==> config.mk <==
export PLATFORM = sky130hd
export DESIGN_NAME = sys_io_glue
export DESIGN_NICKNAME = d
export VERILOG_FILES = /design/src/rtl/sys_io_pkg.sv /design/src/rtl/io_window_decode.sv /design/src/rtl/mem_map.sv /design/src/rtl/cfg_latch.sv /design/src/rtl/sys_io_glue.sv
export SDC_FILE = /design/constraint.sdc
export NUM_CORES = 1
export LEC_CHECK = 0
export BUFFER_PORTS_ARGS = -buffer_cell sky130_fd_sc_hd__buf_2
export CAP_MARGIN = 20
export CORE_MARGIN = 4
export CORE_UTILIZATION = 43
export CTS_BUF_LIST = sky130_fd_sc_hd__clkbuf_4 sky130_fd_sc_hd__clkbuf_8
export CTS_CLUSTER_DIAMETER = 60
export CTS_CLUSTER_SIZE = 20
export DETAILED_ROUTE_END_ITERATION = 16
export PLACE_DENSITY_LB_ADDON = 0.08
export SYNTH_ARGS = -nofsm -noshare
export SYNTH_HDL_FRONTEND = slang
export SYNTH_SLANG_ARGS = --single-unit
export TNS_END_PERCENT = 5
==> constraint.sdc <==
create_clock -name clk -period 2.55 [get_ports clk]
set_clock_uncertainty 0.15 [all_clocks]
set_input_delay 0.3825 -clock clk [delete_from_list [all_inputs] [get_ports clk]]
set_output_delay 0.3825 -clock clk [all_outputs]
set_load 0.01 [all_outputs]
==> src/rtl/sys_io_pkg.sv <==
package sys_io_pkg;

    // Write-capture state machine for the configuration register
    typedef enum logic [0:0] {
        ST_IDLE  = 1'b0,
        ST_WRITE = 1'b1
    } cfg_state_e;

    // Register layout; bit positions are decoded by the memory map and
    // the interrupt chain, so they are fixed
    typedef struct packed {
        logic       chain_block;  // bit 7
        logic       spare;        // bit 6
        logic [1:0] rom_bank;     // bits 5:4
        logic [2:0] ram_bank;     // bits 3:1
        logic       rom_off;      // bit 0, active-low ROM enable
    } cfg_fields_t;

    // Window tags: I/O address bits 7:3
    localparam logic [4:0] TAG_SERIAL = 5'b00000;
    localparam logic [4:0] TAG_TIMER  = 5'b00001;
    localparam logic [4:0] TAG_CF     = 5'b00010;
    localparam logic [4:0] TAG_PIO    = 5'b00011;
    localparam logic [4:0] TAG_CFG    = 5'b00111;

endpackage

==> src/rtl/io_window_decode.sv <==
module io_window_decode
    import sys_io_pkg::*;
#(
    parameter int IO_W  = 8,
    parameter int WIN_W = 3
) (
    input  logic [IO_W-1:0] io_addr,
    input  logic            iorq_n,
    input  logic            m1_n,
    output logic            serial_cs_n,
    output logic            timer_cs_n,
    output logic            cf_cs_n,
    output logic            pio_cs_n,
    output logic            cfg_cs_n,
    output logic [1:0]      reg_sel
);
    localparam int TAG_W = IO_W - WIN_W;

    logic             io_live;
    logic [TAG_W-1:0] tag;

    assign io_live = !iorq_n && m1_n;
    assign tag     = io_addr[IO_W-1:WIN_W];
    assign reg_sel = io_addr[1:0];

    always_comb begin
        serial_cs_n = 1'b1;
        timer_cs_n  = 1'b1;
        cf_cs_n     = 1'b1;
        pio_cs_n    = 1'b1;
        cfg_cs_n    = 1'b1;
        if (io_live) begin
            unique case (tag)
                TAG_SERIAL: serial_cs_n = 1'b0;
                TAG_TIMER:  timer_cs_n  = 1'b0;
                TAG_CF:     cf_cs_n     = 1'b0;
                TAG_PIO:    pio_cs_n    = 1'b0;
                TAG_CFG:    cfg_cs_n    = 1'b0;
                default:    ;
            endcase
        end
    end
endmodule

==> src/rtl/mem_map.sv <==
module mem_map #(
    parameter int          ADDR_W   = 16,
    parameter logic [15:0] LOW_SIZE = 16'h4000
) (
    input  logic [ADDR_W-1:0] addr,
    input  logic              mreq_n,
    input  logic              rom_off,
    output logic              rom_cs_n,
    output logic              ram_cs_n
);
    localparam logic [ADDR_W-1:0] SPLIT = ADDR_W'(LOW_SIZE);

    logic in_low;
    logic to_rom;

    assign in_low = addr < SPLIT;
    assign to_rom = in_low && !rom_off;

    always_comb begin
        rom_cs_n = 1'b1;
        ram_cs_n = 1'b1;
        if (!mreq_n) begin
            if (to_rom) rom_cs_n = 1'b0;
            else        ram_cs_n = 1'b0;
        end
    end
endmodule

==> src/rtl/cfg_latch.sv <==
module cfg_latch
    import sys_io_pkg::*;
#(
    parameter int DATA_W = 8
) (
    input  logic              clk,
    input  logic              rst_n,
    input  logic              sel_n,
    input  logic              wr_n,
    input  logic              rd_n,
    input  logic [DATA_W-1:0] data_in,
    output logic [DATA_W-1:0] cfg_q
);
    cfg_state_e        state_q, state_d;
    logic [DATA_W-1:0] hold_q;
    logic              write_live;
    logic              load_hold;
    logic              commit;

    assign write_live = !sel_n && !wr_n && rd_n;

    // State register
    always_ff @(posedge clk or negedge rst_n) begin
        if (!rst_n) state_q <= ST_IDLE;
        else        state_q <= state_d;
    end

    // Transitions and datapath controls
    always_comb begin
        state_d   = state_q;
        load_hold = 1'b0;
        commit    = 1'b0;
        unique case (state_q)
            ST_IDLE: begin
                if (write_live) begin        // write_start
                    state_d   = ST_WRITE;
                    load_hold = 1'b1;
                end                          // else idle_wait
            end
            ST_WRITE: begin
                if (write_live) begin        // write_hold
                    load_hold = 1'b1;
                end else begin               // write_commit
                    commit  = 1'b1;
                    state_d = ST_IDLE;
                end
            end
            default: state_d = ST_IDLE;
        endcase
    end

    always_ff @(posedge clk or negedge rst_n) begin
        if (!rst_n) begin
            hold_q <= '0;
            cfg_q  <= '0;
        end else begin
            if (load_hold) hold_q <= data_in;
            if (commit)    cfg_q  <= hold_q;
        end
    end

    // nothing changes the register while idle
    a_r12_idle_stable: assert property (@(posedge clk) disable iff (!rst_n)
        (state_q == ST_IDLE) |=> $stable(cfg_q));

    // the end of a write loads the byte held from the last strobe cycle
    a_r7_commit_value: assert property (@(posedge clk) disable iff (!rst_n)
        (state_q == ST_WRITE && !write_live) |=> (cfg_q == $past(hold_q)));

    // a sampled write strobe always leads to the write state
    a_r7_enter_write: assert property (@(posedge clk) disable iff (!rst_n)
        write_live |=> (state_q == ST_WRITE));
endmodule

==> src/rtl/sys_io_glue.sv <==
module sys_io_glue
    import sys_io_pkg::*;
#(
    parameter int          ADDR_W   = 16,
    parameter int          IO_W     = 8,
    parameter int          WIN_W    = 3,
    parameter int          DATA_W   = 8,
    parameter logic [15:0] LOW_SIZE = 16'h4000
) (
    input  logic              clk,
    input  logic              rst_n,
    input  logic [ADDR_W-1:0] addr,
    input  logic [DATA_W-1:0] data_in,
    input  logic              mreq_n,
    input  logic              iorq_n,
    input  logic              rd_n,
    input  logic              wr_n,
    input  logic              m1_n,
    output logic              serial_cs_n,
    output logic              timer_cs_n,
    output logic              cf_cs_n,
    output logic              pio_cs_n,
    output logic              cfg_cs_n,
    output logic [1:0]        reg_sel,
    output logic              rom_cs_n,
    output logic              ram_cs_n,
    output logic [2:0]        ram_bank,
    output logic [1:0]        rom_bank,
    output logic              cfg_spare,
    output logic              chain_block
);
    logic [DATA_W-1:0] cfg_raw;
    cfg_fields_t       cfg;

    io_window_decode #(.IO_W(IO_W), .WIN_W(WIN_W)) u_dec (
        .io_addr     (addr[IO_W-1:0]),
        .iorq_n      (iorq_n),
        .m1_n        (m1_n),
        .serial_cs_n (serial_cs_n),
        .timer_cs_n  (timer_cs_n),
        .cf_cs_n     (cf_cs_n),
        .pio_cs_n    (pio_cs_n),
        .cfg_cs_n    (cfg_cs_n),
        .reg_sel     (reg_sel)
    );

    cfg_latch #(.DATA_W(DATA_W)) u_cfg (
        .clk     (clk),
        .rst_n   (rst_n),
        .sel_n   (cfg_cs_n),
        .wr_n    (wr_n),
        .rd_n    (rd_n),
        .data_in (data_in),
        .cfg_q   (cfg_raw)
    );

    assign cfg         = cfg_fields_t'(cfg_raw[7:0]);
    assign ram_bank    = cfg.ram_bank;
    assign rom_bank    = cfg.rom_bank;
    assign cfg_spare   = cfg.spare;
    assign chain_block = cfg.chain_block;

    mem_map #(.ADDR_W(ADDR_W), .LOW_SIZE(LOW_SIZE)) u_mem (
        .addr     (addr),
        .mreq_n   (mreq_n),
        .rom_off  (cfg.rom_off),
        .rom_cs_n (rom_cs_n),
        .ram_cs_n (ram_cs_n)
    );

    // never more than one I/O select at a time
    a_r2_one_select: assert property (@(posedge clk) disable iff (!rst_n)
        $onehot0(~{serial_cs_n, timer_cs_n, cf_cs_n, pio_cs_n, cfg_cs_n}));

    // nothing answers above the on-board range
    a_r1_upper_quiet: assert property (@(posedge clk) disable iff (!rst_n)
        (addr[7:6] != 2'b00) |->
        (&{serial_cs_n, timer_cs_n, cf_cs_n, pio_cs_n, cfg_cs_n}));

    // acknowledge cycles and idle I/O strobe raise no select
    a_r5_ack_quiet: assert property (@(posedge clk) disable iff (!rst_n)
        (!m1_n || iorq_n) |->
        (&{serial_cs_n, timer_cs_n, cf_cs_n, pio_cs_n, cfg_cs_n}));

    // ROM and RAM are never selected together
    a_r8_mem_exclusive: assert property (@(posedge clk) disable iff (!rst_n)
        !(!rom_cs_n && !ram_cs_n));

    // upper memory never selects ROM
    a_r9_high_is_ram: assert property (@(posedge clk) disable iff (!rst_n)
        (!mreq_n && addr >= ADDR_W'(LOW_SIZE)) |-> (rom_cs_n && !ram_cs_n));
endmodule

**After elaboration in Yosys (flattened, before gate mapping)**

Index checks and enable logic that the tools add are counted.

- Register bits: 17
- Bits in latches: 0
- RAM bits: 0
- Bits in read-only memories: 0
- Input port bits: 31
- Output and inout port bits: 16
- Logic and storage cells: 34
- Memories: 0

- $add $sub $neg: 0
- Multipliers: 0
- Div/mod/pow operators: 0
- $lt $le $gt $ge: 1
- Equal/unequal tests: 4
- Shift operators: 0
- Mux-type cells: 17
- Bitwise gates (word level): 0
- Reductions and logical operators: 9

Operators with widths:

| kind | number |
|---|---|
| $mux W1 | 17 |
| $lt A16 B15 Y1 const B | 1 |
| $eq A5 B2 Y1 const B | 2 |
| $eq A5 B1 Y1 const B | 1 |
| $eq A5 B3 Y1 const B | 1 |
| $logic_not A5 Y1 | 1 |
| $logic_and A1 B1 Y1 | 4 |
| $logic_not A1 Y1 | 4 |

**Longest topological paths before layout**

- Depth in word-level cells: 8
- Mapped depth: 4
- Depth with buffers taken out: 3

**Cells and area by module**

A second synthesis with hierarchy kept.

- Cells, all modules: 73
- Area total of the unflattened synthesis: 897.1 um^2

By module, submodules not included:

| module | instances | cells each | area each (um^2) | sequential area each (um^2) |
|---|---|---|---|---|
| cfg_latch | 1 | 60 | 793.3 | 425.4 |
| io_window_decode | 1 | 10 | 81.3 | 0.0 |
| mem_map | 1 | 3 | 22.5 | 0.0 |

**Worst setup path before layout**

No wires, ideal clock.

- Path kind: in2out
- From: input port addr[7]
- To: output port serial_cs_n
- Arrival: 1.636 ns
- Data required time: 2.017 ns
- Path slack: 0.381 ns
- Cell stages on the path: 3
- Buffers on the path: 1
- Cells stage by stage: or4b_1 buf_6 or4_2

- Cells in the longest elaborated chain, start to end: 3

RTL lines:

| element | RTL line | RTL |
|---|---|---|
| start: declaration | sys_io_glue.sv:12 | `input logic [ADDR_W-1:0] addr,` |
| $logic_not A5 Y1 | io_window_decode.sv:33 | `unique case (tag)` |
| $mux W1 | io_window_decode.sv:33 |  |
| $mux W1 | io_window_decode.sv:32 | `if (io_live) begin` |
| end: declaration | sys_io_glue.sv:19 | `output logic serial_cs_n,` |

No other way between the ends.

**Worst setup path after layout**

Same ends and word-level chain as after synthesis.

==> results.sh <==
export IMPL_tns_ps=0
export IMPL_synth_cells=50
export IMPL_synth_avg_cell_area_um2=14.94
export IMPL_grt_pass1_wl_mm=2.270
export IMPL_n_fill_cell=136
export IMPL_ctsResizeCount=0
export IMPL_ys_warn_count=0
export IMPL_cts_tree="done"
export IMPL_seq_area_um2=425.4
export IMPL_setup_violations=0
export IMPL_fin_nets=119
export IMPL_pin_count=47
export IMPL_run_status="finished, final reports clean"
export IMPL_met3_usage_pct=3.614
export IMPL_h_tree_depth=1
export IMPL_hold_path_depth=2
export IMPL_grt_usage_pct=11.81
export IMPL_r2r_slack_ps=1370
export IMPL_gr_usage_met2_pct=19.16
export IMPL_vias=523
export IMPL_synth_top_family_by_area="multiplexers"
export IMPL_synth_distinct_cells=14
export IMPL_numCtsBuffers=3
export IMPL_postCtsSetupBuffers=0
export IMPL_slew_headroom_pct=69.29
export IMPL_final_cell_area_um2=953.4
export IMPL_drv_cap=0
export IMPL_hold_path_class="in2reg"
export IMPL_hold_violations=0
export IMPL_grt_busiest_layer="met2"
export IMPL_p_leak_nw=0.5167
export IMPL_post_dp_hpwl_mm=1.090
export IMPL_drtIter0Drc=2
export IMPL_dieArea_mm2=0.002468
export IMPL_synth_seq_area_share_pct=56.95
export IMPL_ys_seq_elements=17
export IMPL_rr_startpoint="u_cfg.state_q$_DFF_PN0_"
export IMPL_use_met1_pct=14.75
export IMPL_cts_clk_slew_worst_paths_ps=100
export IMPL_cp_max_fo=5
export IMPL_core_area_mm2=0.001577
export IMPL_areaGrowthSynthToFinish_pct=27.64
export IMPL_drt_wl_total_mm=1.344
export IMPL_cts_hold_buf=1
export IMPL_clockBufferDepth=2
export IMPL_synthSimpleGateAreaFrac_pct=12.56
export IMPL_gp_congestion=0.6507
export IMPL_multi_input_area_um2=295.3
export IMPL_syn_area_um2=747.0
export IMPL_crit_arrival_ps=1860
export IMPL_synth_nets=81
export IMPL_holdWs_ps=172.6
export IMPL_drive_gt1_share_pct=68.97
export IMPL_ant_nets=0
export IMPL_synthAdderAreaFrac_pct=0
export IMPL_numClockSinks=17
export IMPL_grt_pass1_vias=538
export IMPL_grt_ovfl_total=0
export IMPL_post_drt_wl_per_cell_um=13.05
export IMPL_synth_compound_area_share_pct=2.848
export IMPL_rsz0062_at_grt="false"
export IMPL_crit_path_start_kind="primary input"
export IMPL_worst_slew_pin_slew_ps=459.1
export IMPL_critPathKind="in2out"
export IMPL_n_antenna_cell=0
export IMPL_antenna_found_initial=0
export IMPL_power_density_mw_per_mm2=478.6
export IMPL_fp_dieW_um=49.68
export IMPL_cp_required_ps=2020
export IMPL_fin_crit_sh_pct=93.91
export IMPL_initial_core_util_pct=47.38
export IMPL_r2r_end="u_cfg.cfg_q[5]$_DFFE_PN0P_"
export IMPL_port_buffers=35
export IMPL_critPathCaptureType="output port"
export IMPL_drc=0
export IMPL_firstDrtPassIters=2
export IMPL_hp_start="data_in[6]"
export IMPL_fmax_mhz=417.6
export IMPL_worstHoldEndpoint="u_cfg.hold_q[6]$_DFFE_PN0P_"
export IMPL_vias_per_cell=5.078
export IMPL_row_count=14
export IMPL_ff2ff_path_depth=2
export IMPL_placed_cell_area_um2=915.9
export IMPL_clkLatencyLatePin_ps=280
export IMPL_fin_crit_ps=2395
export IMPL_cts_root_buf="clkbuf_4"
export IMPL_vdd_drop_max_mv=0.2873
export IMPL_final_max_slew_viol_count=0
export IMPL_fp_dieH_um=49.68
export IMPL_muxShareOfSynthArea_pct=24.12
export IMPL_grt_start_max_net_pins=18
export IMPL_synth_xor_area_share_pct=0
==> cell type report <==
cell class                      count  area share [%]
Clock inverter                      1          0.5249
Tap cell                           16           2.100
Timing Repair Buffer               36           19.42
Clock buffer                        3           2.362
Sequential cell                    17           44.62
Multi-Input combinational cell     30           30.97
==> per-stage QoR <==
stage,power (W),util [%],std cells,worst slack (ps)
floorplan,0.0003022,-,50,381.5
global placement,0.0003231,58.10,98,150.4
detailed placement,0.0003244,58.10,98,139.8
CTS,0.0004666,60.48,103,141.3
global route,0.0004823,60.48,103,97.23
finish,0.0004563,60.48,103,155.2
==> worst max-delay path by stage <==
stage / startpoint / to / slack [ps] / cells after the start
floorplan: addr[7] / serial_cs_n / 380 / 3
global placement: addr[7] / serial_cs_n / 150 / 4
detailed placement: addr[7] / serial_cs_n / 140 / 4
CTS: addr[7] / serial_cs_n / 140 / 4
global route: addr[7] / serial_cs_n / 100 / 4
finish: addr[7] / serial_cs_n / 160 / 4
==> report_power, final <==
group	internal, W	total [W]	switching [W]
sequential	0.000276	0.000279	0.00000275
clock	0.0000582	0.000137	0.0000792
combinational	0.0000219	0.0000403	0.0000184
total	0.000356	0.000456	0.000100
==> flip-flops by register name (all words and copies together), names as in the netlist <==
register and count:
u_cfg.cfg_q 8, u_cfg.hold_q 8, u_cfg.state_q 1
==> cells in the mapped netlist <==
library cell / number / area (um2)
or4b_1: 1 / 10.01
or2_2: 2 / 12.51
nor2_1: 1 / 3.750
buf_4: 2 / 15.01
mux2_2: 16 / 180.2
or4_2: 1 / 8.760
buf_6: 1 / 11.26
nand3b_1: 2 / 15.01
nand2b_1: 2 / 12.51
nand3_1: 2 / 10.01
o31ai_4: 1 / 21.27
nor3_4: 1 / 16.27
nor3_1: 1 / 5.000
dfrtp_1: 17 / 425.4
==> critical path, cell delays in order <==
cell,delay [ps]
buf_2,90
or4b_1,660
or4_2,570
buf_2,160
==> per-layer routing <==
metal  part of all wire, %  vias up
met2                    44       30
met4                     0        0
met5                     0        -
met3                    12        0
li1                      -      253
met1                    44      240
==> cell families after synthesis <==
family	count (synthesis)
buffers and inverters	3
muxes	16
DFF	17
and+or+nand+nor	13
AOI/OAI and AO/OA	1
==> cells in the final DEF, fill, tap and decap left out <==
cell type	instances
nand2b_1	2
clkinv_2	1
dlygate4sd3_1	1
nand3_1	2
or2_2	2
nor2_1	1
or4b_1	1
buf_2	35
clkbuf_4	3
nor3_1	1
nor3_4	1
dfrtp_1	17
or4_2	1
o31ai_4	1
nand3b_1	2
mux2_2	16
No activity file was read; power rests on OpenSTA's default activity.
